File: config.mk
export PLATFORM = sky130hd
export DESIGN_NAME = vec_intc_top
export DESIGN_NICKNAME = d
export VERILOG_FILES = /design/src/rtl/vec_intc_pkg.sv /design/src/rtl/vec_intc_mask_gen.sv /design/src/rtl/vec_intc_svc_track.sv /design/src/rtl/vec_intc_top.sv
export SDC_FILE = /design/constraint.sdc
export NUM_CORES = 2
export LEC_CHECK = 0
export BUFFER_PORTS_ARGS = -buffer_cell sky130_fd_sc_hd__clkbuf_2
export CAP_MARGIN = 20
export CORE_MARGIN = 8
export CORE_UTILIZATION = 47
export CTS_CLUSTER_DIAMETER = 50
export DETAILED_ROUTE_END_ITERATION = 10
export PLACE_DENSITY_LB_ADDON = 0.08
export SLEW_MARGIN = 20
export SYNTH_ARGS = -nofsm -noshare
export SYNTH_HDL_FRONTEND = slang
export SYNTH_HIERARCHICAL = 1
export SYNTH_SLANG_ARGS = --single-unit
export TNS_END_PERCENT = 20
File: constraint.sdc
create_clock -name clk -period 8.2 [get_ports clk]
set_input_delay 1.64 -clock clk [delete_from_list [all_inputs] [get_ports clk]]
set_output_delay 1.64 -clock clk [all_outputs]
set_load 0.1 [all_outputs]
File: src/rtl/vec_intc_pkg.sv
`timescale 1ns/1ps
package vec_intc_pkg;

    localparam int ADDR_W = 12;
    localparam int DATA_W = 32;
    localparam int WORD_W = ADDR_W - 2;

    typedef enum logic [2:0] {
        ACC_NONE,
        ACC_READ,
        ACC_WRITE,
        ACC_ACK,
        ACC_EOI
    } acc_kind_e;

    localparam logic [WORD_W-1:0] WD_IRQ_STAT = 10'h000;
    localparam logic [WORD_W-1:0] WD_FIQ_STAT = 10'h001;
    localparam logic [WORD_W-1:0] WD_RAW      = 10'h002;
    localparam logic [WORD_W-1:0] WD_FSEL     = 10'h003;
    localparam logic [WORD_W-1:0] WD_EN_SET   = 10'h004;
    localparam logic [WORD_W-1:0] WD_EN_CLR   = 10'h005;
    localparam logic [WORD_W-1:0] WD_SW_SET   = 10'h006;
    localparam logic [WORD_W-1:0] WD_SW_CLR   = 10'h007;
    localparam logic [WORD_W-1:0] WD_PROT     = 10'h008;
    localparam logic [WORD_W-1:0] WD_VECT     = 10'h00C;
    localparam logic [WORD_W-1:0] WD_DEFV     = 10'h00D;
    localparam logic [WORD_W-1:0] WD_SLOT_A   = 10'h040;
    localparam logic [WORD_W-1:0] WD_SLOT_C   = 10'h080;
    localparam logic [WORD_W-1:0] WD_ID       = 10'h3F8;

    // identification bytes, one per word of the top eight words
    function automatic logic [7:0] id_byte(input logic [2:0] k);
        logic [7:0] b;
        unique case (k)
            3'd0: b = 8'h21;
            3'd1: b = 8'h37;
            3'd2: b = 8'h4C;
            3'd3: b = 8'h00;
            3'd4: b = 8'h9A;
            3'd5: b = 8'h5E;
            3'd6: b = 8'h13;
            3'd7: b = 8'hB7;
        endcase
        return b;
    endfunction

endpackage

File: src/rtl/vec_intc_mask_gen.sv
`timescale 1ns/1ps
module vec_intc_mask_gen #(
    parameter int NSRC  = 32,
    parameter int NSLOT = 16,
    localparam int NLVL  = NSLOT + 2,
    localparam int SEL_W = $clog2(NSRC)
) (
    input  logic [NSLOT-1:0][7:0]     slot_ctl,
    output logic [NLVL-1:0][NSRC-1:0] lvl_mask
);

    logic [NSRC-1:0] slot_bit [NSLOT];
    logic [NSLOT-1:0][1:0] unused_hi;

    // one decoded source bit per slot, zero when the slot is off
    for (genvar s = 0; s < NSLOT; s++) begin : g_slot
        assign slot_bit[s]  = slot_ctl[s][5]
                            ? (NSRC'(1) << slot_ctl[s][SEL_W-1:0])
                            : '0;
        assign unused_hi[s] = slot_ctl[s][7:6];
    end

    // running OR: level i sees every enabled slot below it
    always_comb begin
        logic [NSRC-1:0] run;
        run = '0;
        for (int l = 0; l < NSLOT; l++) begin
            lvl_mask[l] = run;
            run = run | slot_bit[l];
        end
        lvl_mask[NSLOT]  = run;
        lvl_mask[NLVL-1] = '1;
    end

endmodule

File: src/rtl/vec_intc_svc_track.sv
`timescale 1ns/1ps
module vec_intc_svc_track #(
    parameter int NSRC  = 32,
    parameter int NSLOT = 16,
    localparam int NLVL  = NSLOT + 2,
    localparam int LVL_W = $clog2(NLVL),
    localparam int IDLE  = NLVL - 1
) (
    input  logic                      clk,
    input  logic                      rst_n,
    input  logic [NSRC-1:0]           raw,
    input  logic [NLVL-1:0][NSRC-1:0] lvl_mask,
    input  logic                      ack_i,
    input  logic                      eoi_i,
    output logic [LVL_W-1:0]          cur_lvl_o,
    output logic [LVL_W-1:0]          hit_lvl_o
);

    logic [LVL_W-1:0]           cur_q;
    logic [NLVL-1:0][LVL_W-1:0] prev_q;
    logic [LVL_W-1:0]           hit;

    // most urgent pending level strictly above the current one
    always_comb begin
        hit = cur_q;
        for (int i = NLVL - 1; i >= 0; i--) begin
            if ((LVL_W'(i) < cur_q) && (|(raw & lvl_mask[i]))) begin
                hit = LVL_W'(i);
            end
        end
    end

    always_ff @(posedge clk or negedge rst_n) begin
        if (!rst_n) begin
            cur_q <= LVL_W'(IDLE);
            for (int l = 0; l < NLVL; l++) begin
                prev_q[l] <= LVL_W'(IDLE);
            end
        end else if (ack_i && (hit < cur_q)) begin
            prev_q[hit] <= cur_q;
            cur_q       <= hit;
        end else if (eoi_i && (cur_q != LVL_W'(IDLE))) begin
            cur_q <= prev_q[cur_q];
        end
    end

    assign cur_lvl_o = cur_q;
    assign hit_lvl_o = hit;


    ack_no_lower_chk: assert property (@(posedge clk) disable iff (!rst_n)
        ack_i |=> (cur_q <= $past(cur_q)));


    eoi_return_chk: assert property (@(posedge clk) disable iff (!rst_n)
        (eoi_i && (cur_q != LVL_W'(IDLE))) |=> (cur_q > $past(cur_q)));


    eoi_idle_chk: assert property (@(posedge clk) disable iff (!rst_n)
        (eoi_i && (cur_q == LVL_W'(IDLE))) |=> (cur_q == LVL_W'(IDLE)));


    lvl_range_chk: assert property (@(posedge clk) disable iff (!rst_n)
        cur_q <= LVL_W'(IDLE));

endmodule

File: src/rtl/vec_intc_top.sv
`timescale 1ns/1ps
module vec_intc_top
    import vec_intc_pkg::*;
#(
    parameter int NSRC  = 32,
    parameter int NSLOT = 16
) (
    input  logic              clk,
    input  logic              rst_n,
    input  logic [NSRC-1:0]   irq_src_i,
    input  logic              bus_wr_i,
    input  logic              bus_rd_i,
    input  logic [ADDR_W-1:0] bus_addr_i,
    input  logic [DATA_W-1:0] bus_wdata_i,
    output logic [DATA_W-1:0] bus_rdata_o,
    output logic              irq_o,
    output logic              fiq_o
);

    localparam int NLVL   = NSLOT + 2;
    localparam int LVL_W  = $clog2(NLVL);
    localparam int SLOT_W = $clog2(NSLOT);

    logic [WORD_W-1:0] word;
    logic [1:0]        unused_lsb;
    acc_kind_e         acc;

    logic [NSRC-1:0]              src_q, soft_q, en_q, fsel_q, raw;
    logic                         prot_q;
    logic [DATA_W-1:0]            defv_q, rdata_q, rd_val;
    logic [NSLOT-1:0][DATA_W-1:0] vaddr_q;
    logic [NSLOT-1:0][7:0]        vctl_q;
    logic [NLVL-1:0][NSRC-1:0]    lvl_mask;
    logic [LVL_W-1:0]             cur_lvl, hit_lvl;
    logic                         slot_a, slot_c;
    logic [SLOT_W-1:0]            sidx_a, sidx_c;
    logic [NSRC-1:0]              wd_src;

    assign word       = bus_addr_i[ADDR_W-1:2];
    assign unused_lsb = bus_addr_i[1:0];
    assign wd_src     = bus_wdata_i[NSRC-1:0];
    assign raw        = src_q | soft_q;

    assign slot_a = (word >= WD_SLOT_A) && (word < WD_SLOT_A + WORD_W'(NSLOT));
    assign slot_c = (word >= WD_SLOT_C) && (word < WD_SLOT_C + WORD_W'(NSLOT));
    assign sidx_a = SLOT_W'(word - WD_SLOT_A);
    assign sidx_c = SLOT_W'(word - WD_SLOT_C);

    // access decode: both strobes together count as no access
    always_comb begin
        unique case ({bus_wr_i, bus_rd_i})
            2'b10:   acc = (word == WD_VECT) ? ACC_EOI : ACC_WRITE;
            2'b01:   acc = (word == WD_VECT) ? ACC_ACK : ACC_READ;
            default: acc = ACC_NONE;
        endcase
    end

    vec_intc_mask_gen #(.NSRC(NSRC), .NSLOT(NSLOT)) u_mask (
        .slot_ctl (vctl_q),
        .lvl_mask (lvl_mask)
    );

    vec_intc_svc_track #(.NSRC(NSRC), .NSLOT(NSLOT)) u_track (
        .clk       (clk),
        .rst_n     (rst_n),
        .raw       (raw),
        .lvl_mask  (lvl_mask),
        .ack_i     (acc == ACC_ACK),
        .eoi_i     (acc == ACC_EOI),
        .cur_lvl_o (cur_lvl),
        .hit_lvl_o (hit_lvl)
    );

    // read value selection
    always_comb begin
        rd_val = '0;
        if (word >= WD_ID) begin
            rd_val = DATA_W'(id_byte(word[2:0]));
        end else if (slot_a) begin
            rd_val = vaddr_q[sidx_a];
        end else if (slot_c) begin
            rd_val = DATA_W'(vctl_q[sidx_c]);
        end else begin
            case (word)
                WD_IRQ_STAT: rd_val = DATA_W'(raw & en_q & ~fsel_q);
                WD_FIQ_STAT: rd_val = DATA_W'(raw & fsel_q);
                WD_RAW:      rd_val = DATA_W'(raw);
                WD_FSEL:     rd_val = DATA_W'(fsel_q);
                WD_EN_SET:   rd_val = DATA_W'(en_q);
                WD_SW_SET:   rd_val = DATA_W'(soft_q);
                WD_PROT:     rd_val = DATA_W'(prot_q);
                WD_DEFV:     rd_val = defv_q;
                default:     rd_val = '0;
            endcase
        end
        if (acc == ACC_ACK) begin
            rd_val = (hit_lvl >= LVL_W'(NSLOT)) ? defv_q
                                                : vaddr_q[hit_lvl[SLOT_W-1:0]];
        end
    end

    // register state
    always_ff @(posedge clk or negedge rst_n) begin
        if (!rst_n) begin
            src_q   <= '0;
            soft_q  <= '0;
            en_q    <= '0;
            fsel_q  <= '0;
            prot_q  <= 1'b0;
            defv_q  <= '0;
            vaddr_q <= '0;
            vctl_q  <= '0;
            rdata_q <= '0;
        end else begin
            src_q <= irq_src_i;
            unique case (acc)
                ACC_WRITE: begin
                    case (word)
                        WD_FSEL:   fsel_q <= wd_src;
                        WD_EN_SET: en_q   <= en_q | wd_src;
                        WD_EN_CLR: en_q   <= en_q & ~wd_src;
                        WD_SW_SET: soft_q <= soft_q | wd_src;
                        WD_SW_CLR: soft_q <= soft_q & ~wd_src;
                        WD_PROT:   prot_q <= bus_wdata_i[0];
                        WD_DEFV:   defv_q <= bus_wdata_i;
                        default: begin
                            if (slot_a) vaddr_q[sidx_a] <= bus_wdata_i;
                            if (slot_c) vctl_q[sidx_c]  <= bus_wdata_i[7:0];
                        end
                    endcase
                end
                ACC_READ, ACC_ACK: rdata_q <= rd_val;
                ACC_NONE, ACC_EOI: ;
            endcase
        end
    end

    // output drive
    assign bus_rdata_o = rdata_q;
    assign irq_o = |(raw & en_q & ~fsel_q & lvl_mask[cur_lvl]);
    assign fiq_o = |(raw & fsel_q);


    irq_lvl0_chk: assert property (@(posedge clk) disable iff (!rst_n)
        irq_o |-> (cur_lvl != '0));


    rdata_hold_chk: assert property (@(posedge clk) disable iff (!rst_n)
        !((acc == ACC_READ) || (acc == ACC_ACK)) |=> $stable(bus_rdata_o));


    stat_wr_ignored_chk: assert property (@(posedge clk) disable iff (!rst_n)
        ((acc == ACC_WRITE) && (word == WD_IRQ_STAT))
        |=> ($stable(en_q) && $stable(fsel_q) && $stable(soft_q)));

endmodule

==> summary.txt <==
Status = completed
DR vias/cell = 7.31
Largest fanout on the critical path = 14
FF-to-FF setup slack = 0.30 ns
Setup Skew = 0.0615 ns
Global placement routability congestion = 1.12
Slew Limit Headroom = 14.8%
Synth cell count leaders = dfrtp_1 (887), mux2_2 (763), nand2_1 (531), mux4_2 (462), a22oi_1 (446)
P_int = 8180 µW
RSZ-0062 raised after global routing = false
Share of cells above drive strength 1 = 35.8%
Cell count of the worst hold path = 1
Footprint of the multi-input gates = 38,000 µm²
Largest net degree at the start of global routing = 171
Post-synthesis async set-or-reset flop share = 100%
Clk network pwr share = 41.1%
Finish-stage setup viols = 0
H-tree depth = 3
Crit path cell chain = nand4_1 -> o22ai_1 -> buf_4 -> nand3b_1 -> nor3_2 -> buf_4 -> nand4_1 -> buf_4 -> mux4_2 -> nor3b_1 -> a2111oi_0 -> nand3_1 -> a211oi_1 -> nand4_1 -> and3_1 -> clkbuf_2
Max incr delay on CP = 0.62 ns
Number of DRC markers in iteration 0 = 7,635
Area grow syn2layout = 11.3%
Hold Path Class = flip-flop to flip-flop
Post_cts resized = 0
DIE WIDTH = 385 µm
Starting Density = 47.3%
Die ar. = 148,000 µm²
Post-synth EDFFs = 0
Post-layout instance area = 71,300 µm²
Placement Cell Area = 67,700 µm²
Register area share after synthesis = 36.1%
Worst setup path category = flip-flop to output pin
Synth Register Bits = 923
Clock transition at path regs = 0.06 ns
First-pass GRT wire length = 444,000 µm
Register area = 23,200 µm²
Main synth FF type = dfrtp_1
Critical Path AT = 6.39 ns
Tcrit/Tclk final = 98.0%
Clk_lat worst skew = 0.79 ns
Overall Global Routing Usage = 42.3%
Die Height = 385 µm
Leak pwr = 0.0324 µW
Synth top area share = 34.6%
Post-layout util = 52.6%
Worst R2R End = u_track/prev_q[67]
Maxcap violations = 0
PortBufs = 111
R2r startpoint = vctl_q[1]
Row Count = 135
Ys Warns = 6
CTS tree = built
Antenna violations before repair = 22
Comb pwr share = 19.0%
Final sum of negative setup slack = 0 ns
Synthesized area = 64,100 µm²
Total power = 11,900 µW
Worst slew pin tran = 1.24 ns
Power Dens Cells = 167 nW/µm²
Post-CTS Setup Repair Bufs = 0
Post-Synthesis Cells = 5,752
Grt total ovfl = 0
WL final = 320,000 µm
Hold Slack = 0.485 ns
# nets final = 5,920
Sw Ratio = 31.3%
Post-cts hold buffer count = 0
Post-synthesis average cell area = 11.1 µm²
Antenna viol nets, final = 0
Critical Path Slowest Stage Cell = dfrtp_1
Filler cells = 11,900
R2R cell count = 22
Max Slew Vio Count = 0
Vias in the first global route = 56,100
F_max = 124 MHz
VDD IR max = 0.000215 V
Sink Count = 923
CP Capture Type = output pin
Yosys top cell by area = dfrtp_1
Hold Fails Final Rpt = 0
WHS Endpoint = u_track/prev_q[37]
Cells taking the most area after synthesis = dfrtp_1 (35%), mux4_2 (16%), mux2_2 (13%)
Synth unique cells = 117
Final worst path period need = 8.03 ns
Hold_sp = u_track/prev_q[37]
TritonCTS Buffers = 103
HPWL Detailed = 237,000 µm
Startpoint types = flip-flop
Core footprint = 135,000 µm²
CTS root buffer = clkbuf_16
Top-count cell post-synth = dfrtp_1
I/O pins = 114
Worst endpoint required time = 6.56 ns
DRC = 0
Total number of vias = 56,400
P_sw = 3730 µW
Pre-antenna DRT Iters = 7
WL/cell = 41.5 µm
Part of the power in registers = 39.9%
Clock buffer depth = 3
state kept, by name (all words and copies together) (netlist names), named ones only:
signal             cells
src_q                 32
defv_q                32
prot_q                 1
vaddr_q              512
vctl_q               128
u_track/cur_lvl_o      5
fsel_q                32
bus_rdata_o           32
u_track/prev_q        85
critical path, delay by kind of cell, from the launching register on:
family / cells / cell delay, ns
and+or+nand+nor: 8 / 2.30
AOI/OAI and AO/OA: 3 / 1.04
DFF: 1 / 0.62
muxes: 1 / 0.51
buffers and inverters: 4 / 1.10
worst max path at each step:
stage / start / endpoint / slack [ns] / cells after the start
2_1_floorplan: vctl_q[5] / u_track/prev_q[67] / 1.43 / 27
3_3_place_gp: vctl_q[2] / u_track/prev_q[67] / 0.39 / 28
3_5_place_dp: vctl_q[3] / u_track/prev_q[68] / 0.51 / 28
4_1_cts: vctl_q[3] / irq_o / 0.16 / 15
5_1_grt: vctl_q[2] / irq_o / 0.12 / 16
6_report: vctl_q[1] / irq_o / 0.17 / 16
cell usage in the layout (no fill, tap or decap), types with 103 or more instances in the layout:
cell,synthesis,layout
nand2_1,531,524
a21oi_1,178,177
dfrtp_1,887,884
clkbuf_2,3,107
buf_4,82,364
inv_1,152,134
mux2i_1,159,159
nand3_1,140,139
nand4_1,141,141
mux2_2,763,763
a22oi_1,446,446
nor2_1,248,236
mux4_2,462,462
clkbuf_16,0,103
cell type report:
class | instances | area share (%)
multi-input cells | 4150 | 53.3
flip-flops and latches | 923 | 32.5
repair buffers | 490 | 5.09
clock buffers | 141 | 4.07
well taps | 1781 | 3.12
clock inverters | 50 | 1.01
inverters | 161 | 0.872
diodes | 14 | 0.0491
routing by layer:
| metal | vias to the layer above | routed length, µm | global-route usage, % |
|---|---|---|---|
| met5 | - | 80 | 0 |
| met4 | 12 | 27900 | 29.7 |
| met3 | 1154 | 31700 | 11.9 |
| met2 | 3764 | 141000 | 63.8 |
| met1 | 29100 | 120000 | 52.3 |
| li1 | 22300 | - | - |
cell families after synthesis:
kind of cell | Yosys count | synth area share [%]
muxes | 1428 | 33.0
and+or+nand+nor | 1558 | 13.1
other | 2 | 0.0117
buffers and inverters | 741 | 5.51
DFF | 923 | 36.1
adders and majority gates | 11 | 0.215
AOI/OAI and AO/OA | 1089 | 12.1
metrics by stage:
| step | worst slack (ns) | cells |
|---|---|---|
| final | 0.167 | 7710 |
| after global routing | 0.119 | 7696 |
| after CTS | 0.157 | 7696 |
| after detailed placement | 0.507 | 7505 |
| after global placement | 0.388 | 7505 |
| after floorplan | 1.43 | 5814 |
power groups by stage:
stage                     Clock (µW)  Sequential, µW  Combinational [µW]
after floorplan                    0            4870                1320
after global placement             0            4830                2200
after detailed placement           0            4830                2210
after CTS                       4970            4750                2210
after global routing            5130            4760                2330
final                           4890            4750                2260
Power figures use the tool's default switching activity.
